File: src/rtl/bank_arb_pkg.sv
package bank_arb_pkg;
  // Which requester owns a bank port in a given cycle
  typedef enum logic [1:0] {
    OWN_IDLE = 2'd0,
    OWN_PRI  = 2'd1,
    OWN_SEC  = 2'd2
  } bank_owner_e;
endpackage

File: src/rtl/bank_arb_ram.sv
module bank_arb_ram #(
  parameter int DATA_W = 32,
  parameter int DEPTH  = 16,
  localparam int ROW_W = $clog2(DEPTH)
) (
  input  logic              clk,
  input  logic              en,
  input  logic              we,
  input  logic [ROW_W-1:0]  row,
  input  logic [DATA_W-1:0] wdata,
  output logic [DATA_W-1:0] rdata
);
  logic [DATA_W-1:0] mem [DEPTH];

  // single port, read-before-write, registered read for block RAM inference
  always_ff @(posedge clk) begin
    if (en) begin
      if (we) mem[row] <= wdata;
      rdata <= mem[row];
    end
  end
endmodule

File: src/rtl/bank_arb_steer.sv
module bank_arb_steer
  import bank_arb_pkg::*;
#(
  parameter int NUM_BANKS = 8,
  localparam int BANK_W = $clog2(NUM_BANKS)
) (
  input  logic              hold_v,
  input  logic              a_req,
  input  logic [BANK_W-1:0] a_bank,
  input  logic              b_req,
  input  logic [BANK_W-1:0] b_bank,
  input  logic [BANK_W-1:0] h_bank,
  output logic              a_go,
  output logic              b_go,
  output logic              defer,
  output logic [BANK_W-1:0] b_bank_eff,
  output bank_owner_e       owner [NUM_BANKS]
);
  logic accept;
  logic clash;

  always_comb begin
    accept     = !hold_v;
    clash      = a_req && b_req && (a_bank == b_bank);
    a_go       = accept && a_req;
    defer      = accept && clash;
    b_go       = hold_v || (accept && b_req && !clash);
    b_bank_eff = hold_v ? h_bank : b_bank;
  end

  for (genvar i = 0; i < NUM_BANKS; i++) begin : g_own
    always_comb begin
      if (b_go && b_bank_eff == BANK_W'(i))     owner[i] = OWN_SEC;
      else if (a_go && a_bank == BANK_W'(i))    owner[i] = OWN_PRI;
      else                                      owner[i] = OWN_IDLE;
    end
  end
endmodule

File: src/rtl/bank_arb_return.sv
module bank_arb_return #(
  parameter int NUM_BANKS = 8,
  parameter int DATA_W    = 32,
  localparam int BANK_W   = $clog2(NUM_BANKS)
) (
  input  logic                          clk,
  input  logic                          rst,
  input  logic                          a_load,
  input  logic [BANK_W-1:0]             a_bank,
  input  logic                          b_load,
  input  logic [BANK_W-1:0]             b_bank,
  input  logic [NUM_BANKS*DATA_W-1:0]   bank_q,
  output logic [DATA_W-1:0]             a_rdata,
  output logic                          a_rvalid,
  output logic [DATA_W-1:0]             b_rdata,
  output logic                          b_rvalid
);
  logic [BANK_W-1:0] a_sel, b_sel;

  always_ff @(posedge clk) begin
    if (rst) begin
      a_rvalid <= 1'b0;
      b_rvalid <= 1'b0;
      a_sel    <= '0;
      b_sel    <= '0;
    end else begin
      a_rvalid <= a_load;
      b_rvalid <= b_load;
      if (a_load) a_sel <= a_bank;
      if (b_load) b_sel <= b_bank;
    end
  end

  assign a_rdata = bank_q[a_sel*DATA_W +: DATA_W];
  assign b_rdata = bank_q[b_sel*DATA_W +: DATA_W];
endmodule

File: src/rtl/dual_pipe_bank_arbiter.sv
module dual_pipe_bank_arbiter
  import bank_arb_pkg::*;
#(
  parameter int NUM_BANKS = 8,
  parameter int DATA_W    = 32,
  parameter int ADDR_W    = 9
) (
  input  logic              clk,
  input  logic              rst,
  input  logic              pa_req,
  input  logic              pa_we,
  input  logic [ADDR_W-1:0] pa_addr,
  input  logic [DATA_W-1:0] pa_wdata,
  input  logic              pb_req,
  input  logic              pb_we,
  input  logic [ADDR_W-1:0] pb_addr,
  input  logic [DATA_W-1:0] pb_wdata,
  output logic [DATA_W-1:0] pa_rdata,
  output logic              pa_rvalid,
  output logic [DATA_W-1:0] pb_rdata,
  output logic              pb_rvalid,
  output logic              stall
);
  localparam int BANK_W = $clog2(NUM_BANKS);
  localparam int OFF_W  = $clog2(DATA_W/8);
  localparam int ROW_W  = ADDR_W - OFF_W - BANK_W;
  localparam int DEPTH  = 1 << ROW_W;

  logic [BANK_W-1:0] a_bank, b_bank;
  logic [ROW_W-1:0]  a_row, b_row;
  logic unused_offset;

  assign a_bank = pa_addr[OFF_W +: BANK_W];
  assign b_bank = pb_addr[OFF_W +: BANK_W];
  assign a_row  = pa_addr[OFF_W+BANK_W +: ROW_W];
  assign b_row  = pb_addr[OFF_W+BANK_W +: ROW_W];
  assign unused_offset = ^{pa_addr[OFF_W-1:0], pb_addr[OFF_W-1:0]};

  // one-entry holding register for a deferred secondary access
  logic              hold_v, hold_we;
  logic [BANK_W-1:0] hold_bank;
  logic [ROW_W-1:0]  hold_row;
  logic [DATA_W-1:0] hold_wd;

  logic              a_go, b_go, defer;
  logic [BANK_W-1:0] b_bank_eff;
  bank_owner_e       owner [NUM_BANKS];

  bank_arb_steer #(.NUM_BANKS(NUM_BANKS)) i_steer (
    .hold_v     (hold_v),
    .a_req      (pa_req),
    .a_bank     (a_bank),
    .b_req      (pb_req),
    .b_bank     (b_bank),
    .h_bank     (hold_bank),
    .a_go       (a_go),
    .b_go       (b_go),
    .defer      (defer),
    .b_bank_eff (b_bank_eff),
    .owner      (owner)
  );

  always_ff @(posedge clk) begin
    if (rst) begin
      hold_v    <= 1'b0;
      hold_we   <= 1'b0;
      hold_bank <= '0;
      hold_row  <= '0;
      hold_wd   <= '0;
    end else begin
      hold_v <= defer;
      if (defer) begin
        hold_we   <= pb_we;
        hold_bank <= b_bank;
        hold_row  <= b_row;
        hold_wd   <= pb_wdata;
      end
    end
  end

  assign stall = hold_v;

  // effective secondary access: the held one, or the live one
  logic              b_we_eff;
  logic [ROW_W-1:0]  b_row_eff;
  logic [DATA_W-1:0] b_wd_eff;

  always_comb begin
    b_we_eff  = hold_v ? hold_we  : pb_we;
    b_row_eff = hold_v ? hold_row : b_row;
    b_wd_eff  = hold_v ? hold_wd  : pb_wdata;
  end

  logic [NUM_BANKS*DATA_W-1:0] bank_q;

  for (genvar i = 0; i < NUM_BANKS; i++) begin : g_bank
    logic              en, we;
    logic [ROW_W-1:0]  row;
    logic [DATA_W-1:0] wd;

    always_comb begin
      en  = 1'b0;
      we  = 1'b0;
      row = a_row;
      wd  = pa_wdata;
      case (owner[i])
        OWN_PRI: begin
          en = 1'b1;
          we = pa_we;
        end
        OWN_SEC: begin
          en  = 1'b1;
          we  = b_we_eff;
          row = b_row_eff;
          wd  = b_wd_eff;
        end
        default: ;
      endcase
    end

    bank_arb_ram #(.DATA_W(DATA_W), .DEPTH(DEPTH)) i_ram (
      .clk   (clk),
      .en    (en),
      .we    (we),
      .row   (row),
      .wdata (wd),
      .rdata (bank_q[i*DATA_W +: DATA_W])
    );
  end

  bank_arb_return #(.NUM_BANKS(NUM_BANKS), .DATA_W(DATA_W)) i_ret (
    .clk      (clk),
    .rst      (rst),
    .a_load   (a_go && !pa_we),
    .a_bank   (a_bank),
    .b_load   (b_go && !b_we_eff),
    .b_bank   (b_bank_eff),
    .bank_q   (bank_q),
    .a_rdata  (pa_rdata),
    .a_rvalid (pa_rvalid),
    .b_rdata  (pb_rdata),
    .b_rvalid (pb_rvalid)
  );
endmodule

File: config.mk
export PLATFORM = sky130hd
export DESIGN_NAME = dual_pipe_bank_arbiter
export DESIGN_NICKNAME = d
export VERILOG_FILES = /design/src/rtl/bank_arb_pkg.sv /design/src/rtl/bank_arb_ram.sv /design/src/rtl/bank_arb_steer.sv /design/src/rtl/bank_arb_return.sv /design/src/rtl/dual_pipe_bank_arbiter.sv
export SDC_FILE = /design/constraint.sdc
export NUM_CORES = 2
export LEC_CHECK = 0
export BUFFER_PORTS_ARGS = -buffer_cell sky130_fd_sc_hd__buf_2
export CAP_MARGIN = 20
export CORE_MARGIN = 2
export CORE_UTILIZATION = 53
export CTS_CLUSTER_SIZE = 14
export DETAILED_ROUTE_END_ITERATION = 8
export PLACE_DENSITY_LB_ADDON = 0.1
export SYNTH_ARGS = -nofsm -noshare
export SYNTH_HDL_FRONTEND = slang
export SYNTH_HIERARCHICAL = 1
export SYNTH_SLANG_ARGS = --single-unit
File: constraint.sdc
create_clock -name clk -period 7.6 [get_ports clk]
set_input_delay 0.38 -clock clk [delete_from_list [all_inputs] [get_ports clk]]
set_output_delay 0.38 -clock clk [all_outputs]
set_load 0.1 [all_outputs]
==> results_dict.tcl <==
set metrics [dict create \
    status "completed" \
    first_pass_iters 8 \
    cts_tree "done" \
    seq_power_share_pct 51.5 \
    start_util_pct 53.2 \
    mappedNetlistNets 8063 \
    share_of_post_route_cells_with_drive_strength_above_1_pct 29.9 \
    die_height_um 574 \
    critical_path_arrival_ps 6280 \
    route.detailed.wl_per_inst_um 38.0 \
    floorplan.die_area_um2 329000 \
    postLayoutSetupSlackWorst_ps 1940 \
    required_time_worst_endpoint_ps 8220 \
    clock_path_buffers 4 \
    grt_setup_unrepaired "no" \
    report.final.slew_viol_count 0 \
    timing.setup.tns_ps 0 \
    largest_net_degree_at_the_start_of_global_routing 131 \
    drt_total_wl_mm 506 \
    critPathTopFamily "simple AND/OR/NAND/NOR gates" \
    syn-mean-instance-area_um2 21.6 \
    clk-insertion-delay-late_ps 990 \
    clk_root_buffer_cell "clkbuf_16" \
    detail_route.vias_per_cell 6.59 \
    power_switching_mw 12.0 \
    fin_crit_sh_pct 74.4 \
    vias 87648 \
    crit_fanout 38 \
    vdd_ir_drop_max_mv 0.226 \
    cts_setup_buffers 0 \
    power_mw 52.5 \
    timing_hold_violations_final 0 \
    number_of_global_route_vias_before_repair 84994 \
    postSynthCellCount 7959 \
    critical_path.n_buffers_inverters 2 \
    num_cts_buffers 442 \
    power_leakage_nw 61.8 \
    power.internal_mw 40.5 \
    synthFlopType "edfxtp_1" \
    relative_slew_margins_pct 16.3 \
    synth_sequential_area_ratio_pct 76.5 \
    placement.io_buffers 150 \
    cp-end-kind "flip-flop" \
    worstHoldPathType "primary input to flip-flop" \
    synthesis.yosys.warnings 6 \
    synth_async_sr_flop_share_pct 0 \
    grtUsageTotal_pct 30.6 \
    ys_ff_latch 4401 \
    antenna_violations_before_repair 66 \
    cpMaxStageDelayCell "dfxtp_4" \
    ios 155 \
    htree_num_levels 5 \
    post-route-min-period_ps 5660 \
    power_density_nw_per_um2 268 \
    detailed_place_hpwl_mm 299 \
    worst_slew_pin_slew_ps 1260 \
    core_region_area_um2 323000 \
    placement.setup.worst_slack_ps 1940 \
    setup-violations-final 0 \
    layout_nets 8635 \
    num-fill-cells 22652 \
    first_pass_grt_wire_length_mm 689 \
    share_clk_of_total_power_pct 41.0 \
    synth_area_um2 172000 \
    worstSetupPathType "flip-flop to flip-flop" \
    rows 209 \
    cp_slowest_stage_delay_ps 850 \
    worst_path_most_repeated_cell "buf_4" \
    drcViolationCount 0 \
    initialDrtViolationCount 12965 \
    cts.sink_count 4401 \
    synth_edf_count 4352 \
    drv_cap 0 \
    yosysUniqueCellTypes 38 \
    grt_overflow 0 \
    cts.reportedPaths.clkPinSlew_ps 60 \
    layout.cells.most_common_list "edfxtp_1, mux4_2, a22oi_1, clkbuf_16, buf_4" \
    crit_path_cell_trace "nand3b_1 > nor4_4 > nor3_2 > ha_4 > buf_4 > nor2_1 > a21oi_4 > nand4_1 > nor2_4 > buf_4" \
    area_growth_syn_to_layout_pct 13.7 \
    pwr-share-comb_pct 7.4 \
    clock_skews_ps 41.6 \
    setup.worst_path.start_class "flip-flop" \
    die_x_um 574 \
    place_congestion 0.917 \
    ant_nets 0 \
    clock.fmax_mhz 177 \
    switching_part_of_the_total_power_pct 22.8 \
    most_common_library_cell_in_the_layout_ignoring_fill_and_taps "edfxtp_1" \
]
flip-flops by register name, summed over array words and instances (netlist names):
register,cells
g_bank.i_ram/mem,4096
g_bank.i_ram/rdata,256
hold_wd,32
hold_row,4
hold_bank,3
i_ret/a_sel,3
i_ret/b_sel,3
hold_we,1
i_ret/a_rvalid,1
i_ret/b_rvalid,1
stall,1
worst min-delay path: cells and delay by family:
family	cells	cell delay (ps)
simple gates	4	480
buf+inv	1	120
path summary, 6_finish.rpt:
kind,startpoint,end,slack (ps),cells after the start
max reg2reg,stall,g_bank[0].i_ram/mem[11][22],1940,10
min,pb_req,i_ret/b_rvalid,60,5
max,stall,g_bank[0].i_ram/mem[11][22],1940,10
min reg2reg,i_ret/b_sel[2],i_ret/b_sel[2],500,2
logic make-up after synthesis:
kind of cell    synth area share (%)
buf+inv                         1.71
simple gates                    2.12
flops                           76.5
fa+ha+maj                      0.116
mux                             16.3
xor+xnor                      0.0153
compound gates                  3.19
power by group through the flow:
stage / sequential (mW) / combinational [mW] / clock, mW
after floorplan: 27.5 / 2.38 / 0
after global placement: 27.6 / 3.72 / 0
after detailed placement: 27.6 / 3.79 / 0
after CTS: 27.1 / 3.82 / 21.8
after global routing: 27.0 / 4.05 / 22.8
final: 27.1 / 3.90 / 21.5
synth_stat cells (10+ instances only):
master | n | share of area, %
a21oi_1 | 259 | 0.75
a21oi_2 | 32 | 0.16
a22oi_1 | 512 | 2.2
buf_1 | 54 | 0.12
buf_12 | 10 | 0.12
buf_2 | 106 | 0.31
buf_6 | 69 | 0.45
clkbuf_1 | 272 | 0.59
dfxtp_1 | 49 | 0.57
edfxtp_1 | 4352 | 76
ha_1 | 16 | 0.12
inv_1 | 26 | 0.057
mux2_2 | 66 | 0.43
mux2i_1 | 53 | 0.31
mux2i_4 | 30 | 0.39
mux4_1 | 48 | 0.73
mux4_2 | 1104 | 14
nand2_1 | 275 | 0.60
nand2b_1 | 26 | 0.095
nand4b_1 | 16 | 0.081
nor2_1 | 449 | 0.98
nor2b_1 | 22 | 0.080
nor3_1 | 43 | 0.13
per-layer routing:
metal | wire (um) | vias up | track usage [%]
li1 | - | 34720 | -
met1 | 189000 | 47017 | 42.5
met2 | 235000 | 5108 | 46.3
met3 | 55200 | 795 | 7.08
met4 | 26600 | 8 | 14.7
met5 | 54 | - | 0
stage by stage:
stage	hold slack [ps]	util, %	instances	area (um2)
CTS	4.75	60.2	13139	195000
global placement	465	55.5	12243	180000
detailed placement	487	55.6	12258	180000
finish	57.5	60.5	13303	196000
global route	82.6	60.5	13250	196000
floorplan	452	-	7959	172000
cell type report:
class / instances / area (um2) / area share (%)
flip-flops and latches: 4401 / 132000 / 67.3
multi-input cells: 3004 / 38900 / 19.9
clock buffers: 536 / 11600 / 5.92
well taps: 4325 / 5410 / 2.77
repair buffers: 656 / 5160 / 2.64
clock inverters: 282 / 2690 / 1.37
diodes: 73 / 183 / 0.0933
inverters: 26 / 97.6 / 0.0499
timing repair:
action	in CTS	in global routing
hold endpoints to repair	49	0
gates resized for setup	0	0
endpoints found under the setup margin	0	0
hold buffers	63	0
No activity file was read; power rests on OpenSTA's default activity.
